### config.mk
export PLATFORM = sky130hd
export DESIGN_NAME = pm_sleep_ctrl
export DESIGN_NICKNAME = d
export VERILOG_FILES = /design/src/rtl/pm_sleep_pkg.sv /design/src/rtl/pm_ctl_wport.sv /design/src/rtl/pm_sleep_decode.sv /design/src/rtl/pm_ctl_store.sv /design/src/rtl/pm_sleep_ctrl.sv
export SDC_FILE = /design/constraint.sdc
export NUM_CORES = 1
export LEC_CHECK = 0
export ABC_AREA = 1
export BUFFER_PORTS_ARGS = -buffer_cell sky130_fd_sc_hd__buf_2
export CAP_MARGIN = 0
export CORE_ASPECT_RATIO = 2
export CORE_UTILIZATION = 30
export CTS_CLUSTER_DIAMETER = 30
export CTS_CLUSTER_SIZE = 24
export DETAILED_ROUTE_END_ITERATION = 12
export MAX_ROUTING_LAYER = met4
export PLACE_DENSITY_LB_ADDON = 0.25
export SLEW_MARGIN = 20
export SYNTH_ARGS = -nofsm -noshare
export SYNTH_HDL_FRONTEND = slang
export SYNTH_SLANG_ARGS = --single-unit
### constraint.sdc
create_clock -name clk -period 1.65 [get_ports clk]
set_input_delay 0.4125 -clock clk [delete_from_list [all_inputs] [get_ports clk]]
set_output_delay 0.4125 -clock clk [all_outputs]
set_load 0.01 [all_outputs]
### src/rtl/pm_sleep_pkg.sv
package pm_sleep_pkg;
  localparam int CTL_W      = 16;
  localparam int SCI_BIT    = 0;
  localparam int TRIG_BIT   = 13;
  localparam int TYPE_LO    = 10;
  localparam int TYPE_W     = 3;
  localparam int LANE_W     = CTL_W / 2;

  typedef enum logic [1:0] {
    ACT_NONE = 2'd0,
    ACT_OFF  = 2'd1,
    ACT_RAM  = 2'd2,
    ACT_DISK = 2'd3
  } sleep_act_e;
endpackage

### src/rtl/pm_ctl_wport.sv
module pm_ctl_wport
  import pm_sleep_pkg::*;
#(
  parameter int ADDR_W   = 4,
  parameter int BASE_OFF = 4
) (
  input  logic              wr_en,
  input  logic [ADDR_W-1:0] wr_addr,
  input  logic              wr_wide,
  input  logic [CTL_W-1:0]  wr_data,
  input  logic [CTL_W-1:0]  cur_q,
  output logic              wr_hit,
  output logic [CTL_W-1:0]  merged
);
  localparam logic [ADDR_W-1:0] LO_A = ADDR_W'(BASE_OFF);
  localparam logic [ADDR_W-1:0] HI_A = ADDR_W'(BASE_OFF + 1);

  logic lo_hit, hi_hit;

  assign lo_hit = wr_en && (wr_addr == LO_A);
  assign hi_hit = wr_en && (wr_addr == HI_A) && !wr_wide;
  assign wr_hit = lo_hit || hi_hit;

  always_comb begin
    merged = cur_q;
    if (lo_hit && wr_wide)
      merged = wr_data;
    else if (lo_hit)
      merged = {{LANE_W{1'b0}}, wr_data[LANE_W-1:0]};
    else if (hi_hit)
      merged = {wr_data[LANE_W-1:0], cur_q[LANE_W-1:0]};
  end
endmodule

### src/rtl/pm_sleep_decode.sv
module pm_sleep_decode
  import pm_sleep_pkg::*;
(
  input  logic              clk,
  input  logic              rst_n,
  input  logic              wr_hit,
  input  logic              trig,
  input  logic [TYPE_W-1:0] typ,
  input  logic [TYPE_W-1:0] cfg_disk_type,
  output logic              off_req,
  output logic              ram_req,
  output logic              disk_req
);
  sleep_act_e act;

  always_comb begin
    act = ACT_NONE;
    if (wr_hit && trig) begin
      if (typ == TYPE_W'(0))
        act = ACT_OFF;
      else if (typ == TYPE_W'(1))
        act = ACT_RAM;
      else if (typ == cfg_disk_type)
        act = ACT_DISK;
    end
  end

  always_ff @(posedge clk) begin
    if (!rst_n) begin
      off_req  <= 1'b0;
      ram_req  <= 1'b0;
      disk_req <= 1'b0;
    end else begin
      off_req  <= (act == ACT_OFF) || (act == ACT_DISK);
      ram_req  <= (act == ACT_RAM);
      disk_req <= (act == ACT_DISK);
    end
  end


  disk_pairs_off_chk: assert property (@(posedge clk) disable iff (!rst_n)
    disk_req |-> off_req);

  ram_excl_off_chk: assert property (@(posedge clk) disable iff (!rst_n)
    !(ram_req && off_req));

  pulse_after_write_chk: assert property (@(posedge clk) disable iff (!rst_n)
    (off_req || ram_req) |-> $past(wr_hit && trig));
endmodule

### src/rtl/pm_ctl_store.sv
module pm_ctl_store
  import pm_sleep_pkg::*;
(
  input  logic             clk,
  input  logic             rst_n,
  input  logic             cfg_fixed_sci,
  input  logic             wr_hit,
  input  logic [CTL_W-1:0] merged,
  input  logic             sci_on,
  input  logic             sci_off,
  output logic [CTL_W-1:0] ctl_q
);
  localparam logic [CTL_W-1:0] TRIG_MASK = CTL_W'(1) << TRIG_BIT;

  logic [CTL_W-1:0] nxt;

  always_comb begin
    nxt = wr_hit ? (merged & ~TRIG_MASK) : ctl_q;
    if (!cfg_fixed_sci) begin
      if (sci_on)
        nxt[SCI_BIT] = 1'b1;
      else if (sci_off)
        nxt[SCI_BIT] = 1'b0;
    end
  end

  always_ff @(posedge clk) begin
    if (!rst_n) begin
      ctl_q          <= '0;
      ctl_q[SCI_BIT] <= cfg_fixed_sci;
    end else begin
      ctl_q <= nxt;
    end
  end


  trig_never_kept_chk: assert property (@(posedge clk) disable iff (!rst_n)
    !ctl_q[TRIG_BIT]);

  fixed_ignores_cmd_chk: assert property (@(posedge clk) disable iff (!rst_n)
    (cfg_fixed_sci && !wr_hit) |=> $stable(ctl_q));

  sci_on_sets_chk: assert property (@(posedge clk) disable iff (!rst_n)
    (!cfg_fixed_sci && sci_on) |=> ctl_q[SCI_BIT]);
endmodule

### src/rtl/pm_sleep_ctrl.sv
module pm_sleep_ctrl
  import pm_sleep_pkg::*;
#(
  parameter int ADDR_W   = 4,
  parameter int BASE_OFF = 4
) (
  input  logic              clk,
  input  logic              rst_n,
  input  logic [2:0]        cfg_disk_type,
  input  logic              cfg_fixed_sci,
  input  logic              wr_en,
  input  logic [ADDR_W-1:0] wr_addr,
  input  logic              wr_wide,
  input  logic [15:0]       wr_data,
  input  logic [ADDR_W-1:0] rd_addr,
  output logic [15:0]       rd_data,
  input  logic              sci_on,
  input  logic              sci_off,
  output logic              off_req,
  output logic              ram_req,
  output logic              disk_req
);
  localparam logic [ADDR_W-1:0] LO_A = ADDR_W'(BASE_OFF);
  localparam logic [ADDR_W-1:0] HI_A = ADDR_W'(BASE_OFF + 1);

  logic [CTL_W-1:0] ctl_q, merged;
  logic             wr_hit;

  pm_ctl_wport #(.ADDR_W(ADDR_W), .BASE_OFF(BASE_OFF)) u_wport (
    .wr_en(wr_en), .wr_addr(wr_addr), .wr_wide(wr_wide), .wr_data(wr_data),
    .cur_q(ctl_q), .wr_hit(wr_hit), .merged(merged)
  );

  pm_ctl_store u_store (
    .clk(clk), .rst_n(rst_n), .cfg_fixed_sci(cfg_fixed_sci),
    .wr_hit(wr_hit), .merged(merged), .sci_on(sci_on), .sci_off(sci_off),
    .ctl_q(ctl_q)
  );

  pm_sleep_decode u_dec (
    .clk(clk), .rst_n(rst_n), .wr_hit(wr_hit), .trig(merged[TRIG_BIT]),
    .typ(merged[TYPE_LO +: TYPE_W]), .cfg_disk_type(cfg_disk_type),
    .off_req(off_req), .ram_req(ram_req), .disk_req(disk_req)
  );

  always_comb begin
    if (rd_addr == LO_A)
      rd_data = ctl_q;
    else if (rd_addr == HI_A)
      rd_data = {{LANE_W{1'b0}}, ctl_q[CTL_W-1:LANE_W]};
    else
      rd_data = '0;
  end


  hi_read_upper_zero_chk: assert property (@(posedge clk) disable iff (!rst_n)
    (rd_addr == HI_A) |-> (rd_data[CTL_W-1:LANE_W] == '0));
endmodule

# Word-level counts from Yosys, hierarchy flattened
# Index checks and enable logic that the tools add are counted.
# word_totals
regBits	18
input_bits	34
wordCells	43
out_inout_bits	19
# op_classes
eq_ne	9
n_reduce_logical	13
mux	14
# ops
operator	n
16-bit 2-to-1 mux	4
4-bit by 3-bit == test with 1-bit output, second input constant	4
2-bit 2-to-1 mux	4
8-bit 2-to-1 mux	1
1-bit logical AND	5
1-bit 2-to-1 mux	5
2-bit == test, second input constant	2
2-bit AND reduction	2
3-bit by 1-bit == test with 1-bit output, second input constant	1
3-bit == test	1
3-bit zero test	1
3-bit nonzero test	1
2-bit by 1-bit == test with 1-bit output, second input constant	1
1-bit logical OR	2
2-bit nonzero test	1
1-bit zero test	1

# Logic depth before layout (Yosys ltp)
# Gate-level depths: netlist of the first run.
# depth
word_depth	13
depth_mapped	14
mapped_depth_nobuf	14

# Hierarchy
# Synthesis of the first run repeated with hierarchy kept, for this count alone.
# unflattened
cells_unflattened	234
area_unflattened_um2	1497.7
# modules_own_cells
mod	seq_area_each_um2	area_per_inst_um2	cells_per_inst	n_inst
pm_ctl_store	300.3	558.0	73	1
pm_ctl_wport	0.0	550.5	86	1
pm_sleep_ctrl	0.0	220.2	47	1
pm_sleep_decode	60.1	168.9	28	1

# Least setup slack after synthesis of the first run
# OpenSTA, ideal clock, no wires.
# synth_timing
path_type	input to output
from	in rd_addr[2]
to	out rd_data[1]
path_slack_ps	-3
stages	4
path_buffers	0
t_arrival_ps	1240
required_time_ps	1237
path_cell_list	inv_1 nor2_1 nand3b_1 o21ai_0
# synth_via
elab_chain_len	3
# synth_lines
element	line	text
start, declared	pm_sleep_ctrl.sv:15	input logic [ADDR_W-1:0] rd_addr,
4-bit by 3-bit == test with 1-bit output	pm_sleep_ctrl.sv:49	else if (rd_addr == HI_A)
8-bit 2-to-1 mux	pm_sleep_ctrl.sv:49	
16-bit 2-to-1 mux *	pm_sleep_ctrl.sv:47	if (rd_addr == LO_A)
end, declared	pm_sleep_ctrl.sv:16	output logic [15:0] rd_data,
# Every way passes the cells marked *; elsewhere a longest branch is shown, timed or not.

# Worst setup path after layout of the first run
# layout_timing
from	in rd_addr[3]
to	out rd_data[4]
# The elaborated chain is that of the path after synthesis.

==> out/qor.csv, run 1 <==
stage,metric,value,unit
cts,Sinks on Clock Net,18,
floorplan,Die Height,86.20,um
synthesis,Synth async-reset ratio,0,%
route,final wirelength,2875,um
setup_path,crit path launch,rd_addr[3],
setup_path,reg2reg start,u_store.ctl_q[12],
setup_path,critical path class,in2out,
floorplan,die width,44.10,um
floorplan,Initial Utilization,31.48,%
synthesis,Mapped Area,1064,um^2
synthesis,syn avg cell area,6.606,um^2
synthesis,"Seq/Total Area, Yosys",33.88,%
cts,"Reg clk slew, reported paths",0.07,ns
route,Final ANT Viol Nets,0,
route,drt pass-1 iters,8,
setup_path,CP max stage cell,buf_4,
setup_path,reg2reg path depth,6,
synthesis,Yosys cell types,24,
setup_path,Critical Path Most Common Cell,buf_2,
cells_and_area,nets,262,
setup_path,crit-path max cell delay,0.17,ns
cts,clk buf depth,2,
timing,Final setup viols,0,
synthesis,Post-synth EDFFs,0,
synthesis,yosys warns,0,
route,WL/cell,11.10,um
setup_path,crit end category,output pin,
floorplan,Core ar.,3378,um^2
setup_path,WP data required,1.24,ns
floorplan,# rows,30,
cts,CTS root buffer,clkbuf_8,
synthesis,Post-Syn Nets,195,
cells_and_area,n_diodes,0,
route,via count,1221,
cells_and_area,final instance area,1515,um^2
cells_and_area,share of cells above drive strength 1,38.77,%
timing,Period minus WS final,1.607,ns
route,# DRC,3,
setup_path,crit path cell chain,buf_2 -> nor2_4 -> nand3b_1 -> buf_4 -> o21ai_0 -> buf_2,
setup_path,r2r endpoint,u_dec.disk_req,
route,drt initial violations,25,
global_routing,antenna violations before repair,0,
timing,Fmax achieved,622.4,MHz
run_status,status,"finished, violations left",
run_status,failing checks,design-rule violations,
timing,Final Hold Fails,0,
placed_design,Area after DPL,1440,um^2
synthesis,Cells after Synth,161,
cts,# H-tree levels,1,
cells_and_area,area grow syn2layout,42.47,%
setup_path,Critical path destination,rd_data[4],
pwr,PwrDens,632.0,nW/um^2
cells_and_area,most frequent cells in the layout,"buf_2 (51), inv_1 (28), nor2_1 (25)",
hold_path,Worst Hold Class,in2reg,
timing,Max Slew Vio Count,0,
global_routing,largest net degree at the start of global routing,15,
global_routing,first-pass GRT wire length,4636,um
cells_and_area,"most common cell after layout, fill and taps aside",buf_2,
placed_design,# port buffers,51,
global_routing,Total GRT Usage,16.81,%
timing,hold slack final,0.4017,ns
floorplan,IO Count,53,
global_routing,Overflow after GRT,0,
setup_path,crit-path max FO,7,
setup_path,WP data arrival,1.19,ns
cts,CTS Buf Count,3,
cts,CTS tree,done,
timing,Tcrit/Tclk final,97.37,%
synthesis,Synth Flop Type,dfxtp_1,
timing,RSZ-0062 raised after global routing,true,
floorplan,total die area,3801,um^2
route,via/cell ratio,4.714,
cts,"Clk Latency, worst-skew pair",0.26,ns
placed_design,HPWL Detailed,2456,um
setup_path,Worst Setup Start Kind,input pin,
pwr,Leak,0.0008486,uW
synthesis,number of synthesized register bits,18,
timing,Clock Skew,0.002862,ns
job,max-cap violations,0,
hold_path,Worst Hold Depth,3,
placed_design,gpl congestion,0.7898,
setup_path,flop-to-flop setup slack,0.60,ns
cts,hold_buf cts,0,
global_routing,vias in the first global route,1136,
pwr,worst vdd ir,0.3299,mV
worst min-delay path by stage:
stage / start / to / slack [ns]
2_1_floorplan: u_store.ctl_q[5] / u_store.ctl_q[5] / 0.43
3_3_place_gp: u_store.ctl_q[5] / u_store.ctl_q[5] / 0.45
3_5_place_dp: u_store.ctl_q[5] / u_store.ctl_q[5] / 0.45
4_1_cts: wr_data[8] / u_store.ctl_q[8] / 0.40
5_1_grt: wr_data[1] / u_store.ctl_q[1] / 0.42
6_report: wr_data[8] / u_store.ctl_q[8] / 0.40
synthesized netlist by cell type (all sizes together) (2+ instances only):
library cell | number | share of area (%)
inv | 32 | 11
nor2 | 31 | 13
nand2 | 26 | 10
dfxtp | 18 | 34
nand3 | 17 | 11
o21ai | 13 | 6.1
a21oi | 5 | 2.4
nand4 | 5 | 2.9
a221oi | 2 | 1.6
a22oi | 2 | 1.4
buf | 2 | 1.2
o211ai | 2 | 1.4
o221ai | 2 | 1.6
cells by family (layout without fill, tap and decap cells):
| kind of cell | Yosys count | count (layout) | synth area share (%) |
|---|---|---|---|
| other | 1 | 1 | 0.3526 |
| flip-flops | 18 | 18 | 33.88 |
| AO/OA/AOI/OAI | 27 | 27 | 15.18 |
| AND/OR/NAND/NOR | 80 | 80 | 37.77 |
| buffers and inverters | 35 | 101 | 12.82 |
through the flow:
step           instances  util [%]  setup WS [ns]  setup TNS, ns  power (uW)
2_1_floorplan        161         -      -0.002956       -0.01773       523.5
3_3_place_gp         254     42.63       -0.01117       -0.05819       597.3
3_5_place_dp         254     42.63       -0.06532        -0.3303       598.3
4_1_cts              259     44.48        0.01082              0       961.0
5_1_grt              259     44.85       -0.02727       -0.07676        1004
6_report             259     44.85        0.04338              0       957.7
repair_timing:
item                                    in CTS  in global routing
pin swaps                                    1                  0
endpoints found under the setup margin       7                 15
gates resized for setup                      4                  4
setup buffers                                1                  0
layout make-up:
cell class | instances | area [um^2]
multi-input cells | 108 | 579.3
flip-flops and latches | 18 | 360.3
well taps | 32 | 40.04
inverters | 32 | 120.1
clock buffers | 4 | 55.05
fillers | 382 | 1863
repair buffers | 65 | 360.3
sequential cells by signal (all words and copies together), names as in the netlist:
signal          count
u_dec.ram_req       1
u_store.ctl_q      15
u_dec.off_req       1
u_dec.disk_req      1
layer usage:
| metal | vias to the layer above | wire length [um] | track usage, % |
|---|---|---|---|
| met5 | - | 0 | - |
| met4 | 0 | 62 | 8.264 |
| met3 | 5 | 95 | 1.875 |
| met2 | 26 | 1752 | 32.75 |
| met1 | 544 | 964 | 14.67 |
| li1 | 646 | - | - |
where the power goes:
group	internal, uW	total (uW)	leakage, uW	switching, uW
Combinational	65.8	145	0.000674	79.5
Clock	212	366	0.0000288	154
Sequential	443	446	0.000146	3.26
Total	721	958	0.000849	236
worst max-delay path: cells and delay by family:
family          cells  cell delay, ns
simple gates        2            0.21
compound gates      1            0.14
buf+inv             3            0.43
No activity file was read; power rests on OpenSTA's default activity.
==> run 2, diff against run 1 <==
==> constraint.sdc (replaced) <==
create_clock -name clk -period 1.95 [get_ports clk]
set_input_delay 0.4875 -clock clk [delete_from_list [all_inputs] [get_ports clk]]
set_output_delay 0.4875 -clock clk [all_outputs]
set_load 0.01 [all_outputs]
==> out/qor.csv, run 2 (same netlist as run 1, synthesis figures left out) <==
stage,metric,value,unit,change
pwr,worst vdd ir,0.2588,mV,-22%
cells_and_area,max FFs per register,15,,unchanged
route,Final ANT Viol Nets,0,,unchanged
placed_design,Area after DPL,1365,um^2,-5.2%
route,WL/cell,11.13,um,+0.29%
cells_and_area,most frequent cells in the layout,"buf_2 (51), inv_1 (28), nor2_1 (27)",,
floorplan,Die Height,86.20,um,unchanged
route,highest routed metal layer,met4,,
cells_and_area,share of cells above drive strength 1,35.48,%,-3.3 points
placed_design,# port buffers,51,,unchanged
timing,setup TNS,0,ns,unchanged
setup_path,crit end category,output pin,,
setup_path,critical path class,in2out,,
global_routing,first-pass GRT wire length,4629,um,-0.15%
run_status,failing checks,design-rule violations,,
route,via/cell ratio,4.667,,-1.0%
setup_path,WP data required,1.46,ns,+0.22 ns
pwr,total power,787.0,uW,-18%
cells_and_area,Top reg by flops,u_store.ctl_q,,
global_routing,largest net degree at the start of global routing,15,,unchanged
global_routing,antenna violations before repair,0,,unchanged
cells_and_area,"most common cell after layout, fill and taps aside",buf_2,,
cells_and_area,final instance area,1436,um^2,-5.2%
timing,Final Hold Fails,0,,unchanged
cts,Sinks on Clock Net,18,,unchanged
pwr,Leak,0.0008039,uW,-5.3%
route,wire length on met3,98,um,+3.2%
placed_design,gpl congestion,0.7444,,-5.7%
cells_and_area,Final Non-Filler Cells,249,,-3.9%
cts,hold_buf cts,0,,unchanged
setup_path,WP data arrival,1.33,ns,+0.14 ns
timing,Clock Skew,0.003976,ns,+0.001114 ns
hold_path,Worst Hold Depth,2,,-1
route,length of routed met2 wiring,1641,um,-6.3%
cts,clk buf depth,2,,unchanged
floorplan,Core ar.,3378,um^2,unchanged
cts,"Reg clk slew, reported paths",0.07,ns,about the same
cells_and_area,n_diodes,0,,unchanged
global_routing,Total GRT Usage,16.20,%,-0.61 points
route,Post-Route M1 WL,994,um,+3.1%
cts,CTS Buf Count,3,,unchanged
timing,RSZ-0062 raised after global routing,false,,
global_routing,vias in the first global route,1112,,-2.1%
cells_and_area,final core utilization,42.52,%,-2.3 points
timing,Tcrit/Tclk final,93.41,%,
route,# DRC,3,,unchanged
global_routing,Overflow after GRT,0,,unchanged
hold_path,Worst Hold Class,reg2reg,,
job,max-cap violations,0,,unchanged
timing,Period minus WS final,1.821,ns,
timing,Fmax achieved,549.0,MHz,
setup_path,Worst Setup Start Kind,input pin,,
cts,# H-tree levels,1,,unchanged
floorplan,IO Count,53,,unchanged
cells_and_area,area grow syn2layout,35.06,%,
pwr,PwrDens,547.9,nW/um^2,-13%
floorplan,die width,44.10,um,unchanged
floorplan,# rows,30,,unchanged
placed_design,HPWL Detailed,2381,um,-3.1%
cts,CTS root buffer,clkbuf_8,,
setup_path,reg2reg path depth,6,,unchanged
timing,Final setup viols,0,,unchanged
route,drt initial violations,15,,-40%
setup_path,crit-path max FO,7,,unchanged
placed_design,placed instance count,244,,-3.9%
run_status,status,"finished, violations left",,
route,final wirelength,2772,um,-3.6%
route,drt pass-1 iters,8,,unchanged
cts,"Clk Latency, worst-skew pair",0.25,ns,about the same
floorplan,Initial Utilization,31.48,%,unchanged
cts,CTS tree,done,,
floorplan,total die area,3801,um^2,unchanged
timing,Max Slew Vio Count,0,,unchanged
route,via count,1162,,-4.8%
cells_and_area,nets,252,,-3.8%
-- run 2: cell types whose count changed in the layout (fill, tap and decap cells not counted), sizes merged --
cell	previous run	this run
buf	65	55
-- run 2: path summary, 6_finish.rpt --
check / start / to / slack [ns]
setup / recovery: rd_addr[3] / rd_data[1] / 0.13
hold / removal: u_store.ctl_q[5] / u_store.ctl_q[5] / 0.46
setup reg to reg: u_store.ctl_q[12] / u_dec.disk_req / 0.88
hold reg to reg: u_store.ctl_q[5] / u_store.ctl_q[5] / 0.46
-- run 2: routing by layer --
layer / track usage [%] / vias to the layer above
li1: - / 628
met1: 15.39 / 504
met2: 31.55 / 26
met3: 2.083 / 4
met4: 4.959 / 0
met5: - / -
-- run 2: what timing repair did --
item                                   4_1_cts  5_1_grt
setup buffers                                0        1
setup endpoints to repair                    0        7
resized for setup                            0        5
endpoints found under the hold margin        0        0
-- run 2: stage by stage --
| step | setup WS, ns | hold WS, ns |
|---|---|---|
| final | 0.1285 | 0.4619 |
| after detailed placement | 0.09911 | 0.4529 |
| after CTS | 0.09330 | 0.4626 |
| after global routing | 0.04536 | 0.4842 |
| after global placement | 0.1128 | 0.4497 |
| after floorplan | 0.1470 | 0.4294 |
-- run 2: cell type report --
| type | count | area [um^2] |
|---|---|---|
| tap | 32 | 40.04 |
| fill | 388 | 1942 |
| multi-input combinational | 108 | 575.6 |
| timing repair buffer | 55 | 285.3 |
| inverter | 32 | 120.1 |
| sequential | 18 | 360.3 |
| clock buffer | 4 | 55.05 |
-- run 2: where the power goes --
part	switching [uW]	leakage, uW	total [uW]	internal [uW]
combinational	64.5	0.000629	113	48.8
clock	117	0.0000288	296	179
sequential	2.79	0.000146	378	375
-- run 2: critical path, cell delays in order --
cell and delay, ns:
buf_2 0.10, nor2_1 0.19, nand3b_1 0.11, buf_4 0.17
o21ai_0 0.13, buf_2 0.15
